===== config.mk =====
export PLATFORM = sky130hd
export DESIGN_NAME = rcg_cfg_bank
export DESIGN_NICKNAME = d
export VERILOG_FILES = /design/src/rtl/rcg_cfg_pkg.sv /design/src/rtl/rcg_cfg_shadow.sv /design/src/rtl/rcg_cfg_commit.sv /design/src/rtl/rcg_cfg_active.sv /design/src/rtl/rcg_cfg_bank.sv
export SDC_FILE = /design/constraint.sdc
export NUM_CORES = 1
export LEC_CHECK = 0
export BUFFER_PORTS_ARGS = -buffer_cell sky130_fd_sc_hd__buf_4
export CAP_MARGIN = 40
export CORE_UTILIZATION = 35
export CTS_BUF_LIST = sky130_fd_sc_hd__clkbuf_4 sky130_fd_sc_hd__clkbuf_8 sky130_fd_sc_hd__clkbuf_16
export DETAILED_ROUTE_END_ITERATION = 16
export PLACE_DENSITY_LB_ADDON = 0.3
export SETUP_SLACK_MARGIN = 0.15
export SYNTH_ARGS = -nofsm -noshare
export SYNTH_HDL_FRONTEND = slang
export SYNTH_SLANG_ARGS = --single-unit

===== constraint.sdc =====
create_clock -name clk -period 5.8 [get_ports clk]
set_clock_uncertainty 0.2 [all_clocks]
set_input_delay 1.16 -clock clk [delete_from_list [all_inputs] [get_ports clk]]
set_output_delay 1.16 -clock clk [all_outputs]
set_load 0.01 [all_outputs]

===== src/rtl/rcg_cfg_pkg.sv =====
package rcg_cfg_pkg;
  localparam int unsigned OFF_CMD = 'h00;
  localparam int unsigned OFF_CFG = 'h04;
  localparam int unsigned OFF_M   = 'h08;
  localparam int unsigned OFF_N   = 'h0C;
  localparam int unsigned OFF_D   = 'h10;

  // pending flag indices, placed at command bits 7:4
  localparam int unsigned PND_CFG = 0;
  localparam int unsigned PND_M   = 1;
  localparam int unsigned PND_N   = 2;
  localparam int unsigned PND_D   = 3;
  localparam int unsigned NUM_PND = 4;

  localparam int unsigned DIV_W  = 5;
  localparam int unsigned SRC_W  = 3;
  localparam int unsigned MODE_W = 2;

  typedef struct packed {
    logic [MODE_W-1:0] mode;
    logic [SRC_W-1:0]  src;
    logic [DIV_W-1:0]  div;
  } cfg_fields_t;

  function automatic cfg_fields_t unpack_cfg(input logic [31:0] w);
    cfg_fields_t f;
    f.div  = w[4:0];
    f.src  = w[10:8];
    f.mode = w[13:12];
    return f;
  endfunction

  function automatic logic [31:0] pack_cfg(input cfg_fields_t f);
    logic [31:0] w;
    w        = '0;
    w[4:0]   = f.div;
    w[10:8]  = f.src;
    w[13:12] = f.mode;
    return w;
  endfunction
endpackage


===== src/rtl/rcg_cfg_shadow.sv =====
module rcg_cfg_shadow
  import rcg_cfg_pkg::*;
#(
  parameter int unsigned ADDR_W = 5,
  parameter int unsigned MND_W  = 16
) (
  input  logic               clk,
  input  logic               rst,
  input  logic               wr_i,
  input  logic [ADDR_W-1:0]  addr_i,
  input  logic [31:0]        wdata_i,
  input  logic               commit_i,
  output cfg_fields_t        cfg_q,
  output logic [MND_W-1:0]   m_q,
  output logic [MND_W-1:0]   n_q,
  output logic [MND_W-1:0]   d_q,
  output logic [NUM_PND-1:0] pend_q
);
  localparam logic [ADDR_W-1:0] A_CFG = ADDR_W'(OFF_CFG);
  localparam logic [ADDR_W-1:0] A_M   = ADDR_W'(OFF_M);
  localparam logic [ADDR_W-1:0] A_N   = ADDR_W'(OFF_N);
  localparam logic [ADDR_W-1:0] A_D   = ADDR_W'(OFF_D);

  logic [NUM_PND-1:0] hit;

  always_comb begin
    hit          = '0;
    hit[PND_CFG] = wr_i && (addr_i == A_CFG);
    hit[PND_M]   = wr_i && (addr_i == A_M);
    hit[PND_N]   = wr_i && (addr_i == A_N);
    hit[PND_D]   = wr_i && (addr_i == A_D);
  end

  always_ff @(posedge clk) begin
    if (rst) begin
      cfg_q <= '0;
      m_q   <= '0;
      n_q   <= '0;
      d_q   <= '0;
    end else begin
      if (hit[PND_CFG]) cfg_q <= unpack_cfg(wdata_i);
      if (hit[PND_M])   m_q   <= wdata_i[MND_W-1:0];
      if (hit[PND_N])   n_q   <= wdata_i[MND_W-1:0];
      if (hit[PND_D])   d_q   <= wdata_i[MND_W-1:0];
    end
  end

  // one pending flag per register; a write on the commit edge wins
  for (genvar g = 0; g < NUM_PND; g++) begin : g_pend
    always_ff @(posedge clk) begin
      if (rst) pend_q[g] <= 1'b0;
      else     pend_q[g] <= (pend_q[g] && !commit_i) || hit[g];
    end
  end

  AST_PEND_SET: assert property (@(posedge clk) disable iff (rst)
    hit[PND_N] |=> pend_q[PND_N]);
  AST_PEND_DROP: assert property (@(posedge clk) disable iff (rst)
    (commit_i && !wr_i) |=> (pend_q == '0));
  AST_SAME_EDGE_KEEP: assert property (@(posedge clk) disable iff (rst)
    (commit_i && hit[PND_D]) |=> pend_q[PND_D]);
endmodule


===== src/rtl/rcg_cfg_commit.sv =====
module rcg_cfg_commit #(
  parameter int unsigned SYNC_CYCLES = 4
) (
  input  logic clk,
  input  logic rst,
  input  logic req_i,
  output logic busy_o,
  output logic commit_o
);
  localparam int unsigned CNT_W = (SYNC_CYCLES > 1) ? $clog2(SYNC_CYCLES) : 1;
  localparam logic [CNT_W-1:0] LAST = CNT_W'(SYNC_CYCLES - 1);

  logic [CNT_W-1:0] cnt_q;

  assign commit_o = busy_o && (cnt_q == LAST);

  always_ff @(posedge clk) begin
    if (rst) begin
      busy_o <= 1'b0;
      cnt_q  <= '0;
    end else if (!busy_o) begin
      if (req_i) begin
        busy_o <= 1'b1;
        cnt_q  <= '0;
      end
    end else if (commit_o) begin
      busy_o <= 1'b0;
      cnt_q  <= '0;
    end else begin
      cnt_q <= cnt_q + 1'b1;
    end
  end

  AST_CNT_RANGE: assert property (@(posedge clk) disable iff (rst)
    busy_o |-> (cnt_q <= LAST));
  AST_COMMIT_CLEARS: assert property (@(posedge clk) disable iff (rst)
    commit_o |=> !busy_o);
  AST_REQ_ARMS: assert property (@(posedge clk) disable iff (rst)
    (req_i && !busy_o) |=> busy_o);
  AST_NO_RESTART: assert property (@(posedge clk) disable iff (rst)
    (busy_o && !commit_o) |=> (busy_o && cnt_q == $past(cnt_q) + 1'b1));
endmodule


===== src/rtl/rcg_cfg_active.sv =====
module rcg_cfg_active
  import rcg_cfg_pkg::*;
#(
  parameter int unsigned MND_W = 16
) (
  input  logic              clk,
  input  logic              rst,
  input  logic              commit_i,
  input  cfg_fields_t       cfg_i,
  input  logic [MND_W-1:0]  m_i,
  input  logic [MND_W-1:0]  n_i,
  input  logic [MND_W-1:0]  d_i,
  output logic [DIV_W-1:0]  div_o,
  output logic [SRC_W-1:0]  src_o,
  output logic [MODE_W-1:0] mode_o,
  output logic [MND_W-1:0]  m_o,
  output logic [MND_W-1:0]  n_o,
  output logic [MND_W-1:0]  d_o,
  output logic              load_o
);
  logic [MODE_W-1:0] mode_eff;

  // the M/N:D counter only runs with a nonzero N
  assign mode_eff = (n_i != '0) ? cfg_i.mode : '0;

  always_ff @(posedge clk) begin
    if (rst) begin
      div_o  <= '0;
      src_o  <= '0;
      mode_o <= '0;
      m_o    <= '0;
      n_o    <= '0;
      d_o    <= '0;
      load_o <= 1'b0;
    end else begin
      load_o <= commit_i;
      if (commit_i) begin
        div_o  <= cfg_i.div;
        src_o  <= cfg_i.src;
        mode_o <= mode_eff;
        m_o    <= m_i;
        n_o    <= n_i;
        d_o    <= d_i;
      end
    end
  end

  AST_HOLD_NO_COMMIT: assert property (@(posedge clk) disable iff (rst)
    !commit_i |=> ($stable(div_o) && $stable(src_o) && $stable(mode_o)
                   && $stable(m_o) && $stable(n_o) && $stable(d_o)));
  AST_MODE_NEEDS_N: assert property (@(posedge clk) disable iff (rst)
    (mode_o != '0) |-> (n_o != '0));
  AST_LOAD_SINGLE: assert property (@(posedge clk) disable iff (rst)
    load_o |=> !load_o);
endmodule


===== src/rtl/rcg_cfg_bank.sv =====
module rcg_cfg_bank
  import rcg_cfg_pkg::*;
#(
  parameter int unsigned ADDR_W      = 5,
  parameter int unsigned MND_W       = 16,
  parameter int unsigned SYNC_CYCLES = 4
) (
  input  logic              clk,
  input  logic              rst,
  input  logic              bus_wr_i,
  input  logic              bus_rd_i,
  input  logic [ADDR_W-1:0] bus_addr_i,
  input  logic [31:0]       bus_wdata_i,
  output logic [31:0]       bus_rdata_o,
  output logic [4:0]        gen_div_o,
  output logic [2:0]        gen_src_o,
  output logic [1:0]        gen_mode_o,
  output logic [MND_W-1:0]  gen_m_o,
  output logic [MND_W-1:0]  gen_n_o,
  output logic [MND_W-1:0]  gen_d_o,
  output logic              gen_load_o,
  output logic              root_run_o
);
  localparam logic [ADDR_W-1:0] A_CMD = ADDR_W'(OFF_CMD);
  localparam logic [ADDR_W-1:0] A_CFG = ADDR_W'(OFF_CFG);
  localparam logic [ADDR_W-1:0] A_M   = ADDR_W'(OFF_M);
  localparam logic [ADDR_W-1:0] A_N   = ADDR_W'(OFF_N);
  localparam logic [ADDR_W-1:0] A_D   = ADDR_W'(OFF_D);
  localparam int unsigned EXT_W = 32 - MND_W;

  cfg_fields_t        sh_cfg;
  logic [MND_W-1:0]   sh_m, sh_n, sh_d;
  logic [NUM_PND-1:0] pend;
  logic               busy, commit, cmd_wr, root_q;
  logic [31:0]        cmd_word, rd_mux;

  assign cmd_wr = bus_wr_i && (bus_addr_i == A_CMD);

  rcg_cfg_shadow #(.ADDR_W(ADDR_W), .MND_W(MND_W)) i_shadow (
    .clk      (clk),
    .rst      (rst),
    .wr_i     (bus_wr_i),
    .addr_i   (bus_addr_i),
    .wdata_i  (bus_wdata_i),
    .commit_i (commit),
    .cfg_q    (sh_cfg),
    .m_q      (sh_m),
    .n_q      (sh_n),
    .d_q      (sh_d),
    .pend_q   (pend)
  );

  rcg_cfg_commit #(.SYNC_CYCLES(SYNC_CYCLES)) i_commit (
    .clk      (clk),
    .rst      (rst),
    .req_i    (cmd_wr && bus_wdata_i[0]),
    .busy_o   (busy),
    .commit_o (commit)
  );

  rcg_cfg_active #(.MND_W(MND_W)) i_active (
    .clk      (clk),
    .rst      (rst),
    .commit_i (commit),
    .cfg_i    (sh_cfg),
    .m_i      (sh_m),
    .n_i      (sh_n),
    .d_i      (sh_d),
    .div_o    (gen_div_o),
    .src_o    (gen_src_o),
    .mode_o   (gen_mode_o),
    .m_o      (gen_m_o),
    .n_o      (gen_n_o),
    .d_o      (gen_d_o),
    .load_o   (gen_load_o)
  );

  always_ff @(posedge clk) begin
    if (rst)         root_q <= 1'b0;
    else if (cmd_wr) root_q <= bus_wdata_i[1];
  end
  assign root_run_o = root_q;

  always_comb begin
    cmd_word      = '0;
    cmd_word[31]  = !root_q;
    cmd_word[7:4] = pend;
    cmd_word[1]   = root_q;
    cmd_word[0]   = busy;
  end

  always_comb begin
    unique case (bus_addr_i)
      A_CMD:   rd_mux = cmd_word;
      A_CFG:   rd_mux = pack_cfg(sh_cfg);
      A_M:     rd_mux = {{EXT_W{1'b0}}, sh_m};
      A_N:     rd_mux = {{EXT_W{sh_n[MND_W-1]}}, sh_n};
      A_D:     rd_mux = {{EXT_W{sh_d[MND_W-1]}}, sh_d};
      default: rd_mux = '0;
    endcase
  end

  always_ff @(posedge clk) begin
    if (rst)           bus_rdata_o <= '0;
    else if (bus_rd_i) bus_rdata_o <= rd_mux;
  end

  AST_ROOT_FOLLOWS: assert property (@(posedge clk) disable iff (rst)
    cmd_wr |=> (root_run_o == $past(bus_wdata_i[1])));
  AST_LOAD_ON_BUSY: assert property (@(posedge clk) disable iff (rst)
    gen_load_o |-> $past(busy));
endmodule


==> flow_summary.json <==
{
  "min_period_ns": 2.83,
  "wl_met2_mm": 7.33,
  "fmax_mhz": 353,
  "clk_latency_ns": 0.42,
  "required_ns": 5.94,
  "min_path_cells": 2,
  "hold_viol": 0,
  "yosys.area.top_type": "dfxtp_1",
  "grt_setup_unrepaired": "no",
  "fillers": 1469,
  "reg2reg_depth": 5,
  "cts-root-buf": "clkbuf_16",
  "cts_tree": "done",
  "path_max_fanout": 16,
  "grt_pass1_wl_mm": 24.1,
  "reg2reg_slack_ns": 3.70,
  "synthDistinctLibCells": 41,
  "gr-total-overflow": 0,
  "r2r_end": "i_active.m_o[11]$_SDFFE_PP0P_",
  "drv_cap": 0,
  "antenna_left": 0,
  "p_per_area_mw_per_mm2": 315,
  "hpwl_mm": 10.6,
  "slew_violations": 0,
  "min_path_type": "reg2reg",
  "synth_compound_area_frac": 0.207,
  "ctsResizeCount": 0,
  "netlist_instances": 574,
  "worst_slack_ns": 2.97,
  "synthMuxAreaShare": 0.0589,
  "netlist_area_sq_mm": 0.00544,
  "cp_cell_sequence": "buf_4, or4b_4, nor3b_4, nand2_1, a21oi_1",
  "cts_made_buffers": 17,
  "grt_pass1_vias": 4419,
  "synth_fa_ha_area_frac": 0.00230,
  "wire_per_inst_um": 17.9,
  "synthXorXnorAreaFrac": 0,
  "antennaDiodeCount": 0,
  "worstHoldEndpoint": "i_shadow.pend_q[0]$_SDFF_PP0_",
  "dieArea_sq_mm": 0.0161,
  "cts_setup_buffers": 0,
  "avgSynthCellArea_sq_um": 9.48,
  "synth-async-reset-ratio": 0,
  "synth_top_family_by_area": "compound AO/OA/AOI/OAI gates",
  "regArea_sq_mm": 0.00286,
  "grt_max_degree": 78,
  "drc": 0,
  "via_per_inst": 5.29,
  "start_kind": "input port",
  "critical_path.endpoint_type": "register",
  "slowest_delay_ns": 0.69,
  "synth_top_area_frac": 0.526,
  "start_util": 0.358,
  "drive_above_1_share": 0.267,
  "wl_met1_mm": 6.77,
  "die_h_um": 127,
  "wl_mm": 15.4,
  "synth-seq-cells": 143,
  "synth_edf_count": 0,
  "fin_tns_setup_ns": 0,
  "synth_warnings": 0,
  "area_growth_pct": 27.6,
  "dp_slack_ns": 2.56,
  "multi_input_area_sq_mm": 0.00230,
  "htree_levels": 4,
  "met3_length_mm": 1.00,
  "highest_layer": "met4",
  "crit_arrival_ns": 2.97,
  "synth_nets": 616,
  "rows": 45,
  "yosys.area_share.simple": 0.151,
  "cts_buffer_depth": 2,
  "leakagePower_uw": 0.00279,
  "post-route-period-util": 0.488,
  "dr.pass1.iters": 5,
  "cts_hold_buf": 0,
  "grt_antenna_before_repair": 0,
  "path_class": "in2reg",
  "min_from": "i_shadow.pend_q[0]$_SDFF_PP0_",
  "slowest_stage": "nor3b_4",
  "first_iter_violations": 251,
  "tightest_slew_ns": 0.836,
  "core_sq_mm": 0.0152,
  "port_buffers": 116,
  "vias": 4540,
  "slew_headroom": 0.443,
  "synthTopCellsByArea": "dfxtp_1 (53%), a22o_1 (10%), nand2_1 (8.6%), a21oi_1 (5.3%), mux2i_1 (4.2%)",
  "ys_seq_area_frac": 0.526,
  "setup_viol": 0,
  "gp_congestion": 0.842,
  "peakVddDrop_uv": 209,
  "clkTransAtPathRegs_ns": 0.06,
  "synthFlopType": "dfxtp_1",
  "r2r-start": "i_commit.cnt_q[0]$_SDFFE_PP0P_",
  "status": "finished, final reports clean",
  "io_pins": 133,
  "grtUsageTotal": 0.199,
  "nets": 700,
  "clock_sinks": 143,
  "die-width_um": 127
}
## cell type report
| type | count | area share |
|---|---|---|
| Clock buffer | 25 | 0.0735 |
| Clock inverter | 6 | 0.0151 |
| Inverter | 2 | 0.00108 |
| Multi-Input combinational cell | 374 | 0.332 |
| Sequential cell | 143 | 0.412 |
| Tap cell | 188 | 0.0339 |
| Timing Repair Buffer | 120 | 0.133 |
## per-stage QoR
step / total power [uW] / utilization / std cells / cell area (sq um) / hold WS, ns
6_report: 2190 / 0.457 / 858 / 6950 / 0.255
5_1_grt: 2260 / 0.457 / 858 / 6950 / 0.271
4_1_cts: 2200 / 0.457 / 858 / 6950 / 0.257
3_5_place_dp: 1080 / 0.416 / 827 / 6330 / 0.243
3_3_place_gp: 1080 / 0.415 / 826 / 6300 / 0.233
2_1_floorplan: 1050 / - / 574 / 5440 / 0.224
## power by group
| group | leakage [uW] | total (uW) | internal (uW) | switching [uW] |
|---|---|---|---|---|
| registers | 0.00115 | 989 | 986 | 3.32 |
| clock network | 0.000311 | 1130 | 736 | 390 |
| logic | 0.00133 | 73.7 | 24.7 | 49.0 |
## routing by layer
metal / up-vias / track usage
li1: 2178 / -
met1: 2166 / 0.248
met5: - / 0
met3: 25 / 0.0620
met4: 0 / 0.0686
met2: 171 / 0.327
## cell usage in the layout, fill, tap and decap left out, types with 2 or more instances in the layout
master / instances
dfxtp_1: 143
nand2_1: 125
buf_4: 119
a22o_1: 62
a21oi_1: 57
mux2i_1: 23
nor2_1: 20
clkbuf_16: 17
nand2b_1: 9
mux2_2: 8
a21o_1: 7
o21ai_1: 7
nand2_2: 6
a41oi_2: 6
o22ai_1: 6
nor4_1: 5
o21ai_0: 5
nand3_1: 4
clkbuf_8: 4
clkbuf_4: 4
and3_1: 3
clkinv_2: 3
bufinv_16: 3
nor2b_1: 2
nor2_4: 2
a41oi_1: 2
## sequential cells by signal (all words and copies together), names as in the netlist
register / flops
bus_rdata_o: 18
i_active.d_o: 16
i_active.div_o: 5
i_active.load_o: 1
i_active.m_o: 16
i_active.mode_o: 2
i_active.n_o: 16
i_active.src_o: 3
i_commit.busy_o: 1
i_commit.cnt_q: 2
i_shadow.cfg_q: 10
i_shadow.d_q: 16
i_shadow.m_q: 16
i_shadow.n_q: 16
i_shadow.pend_q: 4
root_run_o: 1
## worst max-delay path: cells and delay by family
| kind | cells | cell delay, ns |
|---|---|---|
| AND/OR/NAND/NOR | 3 | 1.47 |
| buffers and inverters | 1 | 0.17 |
| AO/OA/AOI/OAI | 1 | 0.16 |
## cell families (layout without fill, tap and decap cells)
| family | after synthesis | count (layout) |
|---|---|---|
| compound gates | 156 | 156 |
| fa+ha+maj | 1 | 1 |
| buf+inv | 57 | 153 |
| flops | 143 | 143 |
| mux | 31 | 31 |
| simple gates | 186 | 186 |
## worst max-delay path by stage
stage | endpoint | cells after the start | start | slack, ns
2_1_floorplan | bus_rdata_o[10]$_SDFFE_PP0P_ | 7 | bus_addr_i[2] | 3.14
3_3_place_gp | i_active.d_o[10]$_SDFFE_PP0P_ | 4 | rst | 2.51
3_5_place_dp | i_shadow.m_q[15]$_SDFFE_PP0P_ | 5 | bus_addr_i[4] | 2.56
4_1_cts | i_shadow.m_q[15]$_SDFFE_PP0P_ | 5 | bus_addr_i[4] | 3.00
5_1_grt | i_shadow.n_q[7]$_SDFFE_PP0P_ | 6 | bus_addr_i[4] | 2.76
6_report | i_shadow.m_q[11]$_SDFFE_PP0P_ | 5 | bus_addr_i[4] | 2.97
## cells in the mapped netlist, types with 2 or more instances
| master | count |
|---|---|
| a21o_1 | 7 |
| a21oi_1 | 58 |
| a22o_1 | 62 |
| a41oi_1 | 2 |
| a41oi_2 | 6 |
| and3_1 | 3 |
| buf_1 | 3 |
| buf_2 | 11 |
| buf_4 | 14 |
| buf_6 | 2 |
| clkbuf_1 | 25 |
| dfxtp_1 | 143 |
| mux2_2 | 8 |
| mux2i_1 | 23 |
| nand2_1 | 125 |
| nand2_2 | 6 |
| nand2b_1 | 9 |
| nand3_1 | 4 |
| nor2_1 | 21 |
| nor2b_1 | 2 |
| nor4_1 | 5 |
| o21ai_0 | 5 |
| o21ai_1 | 7 |
| o22ai_1 | 6 |
Power figures use the tool's default switching activity.
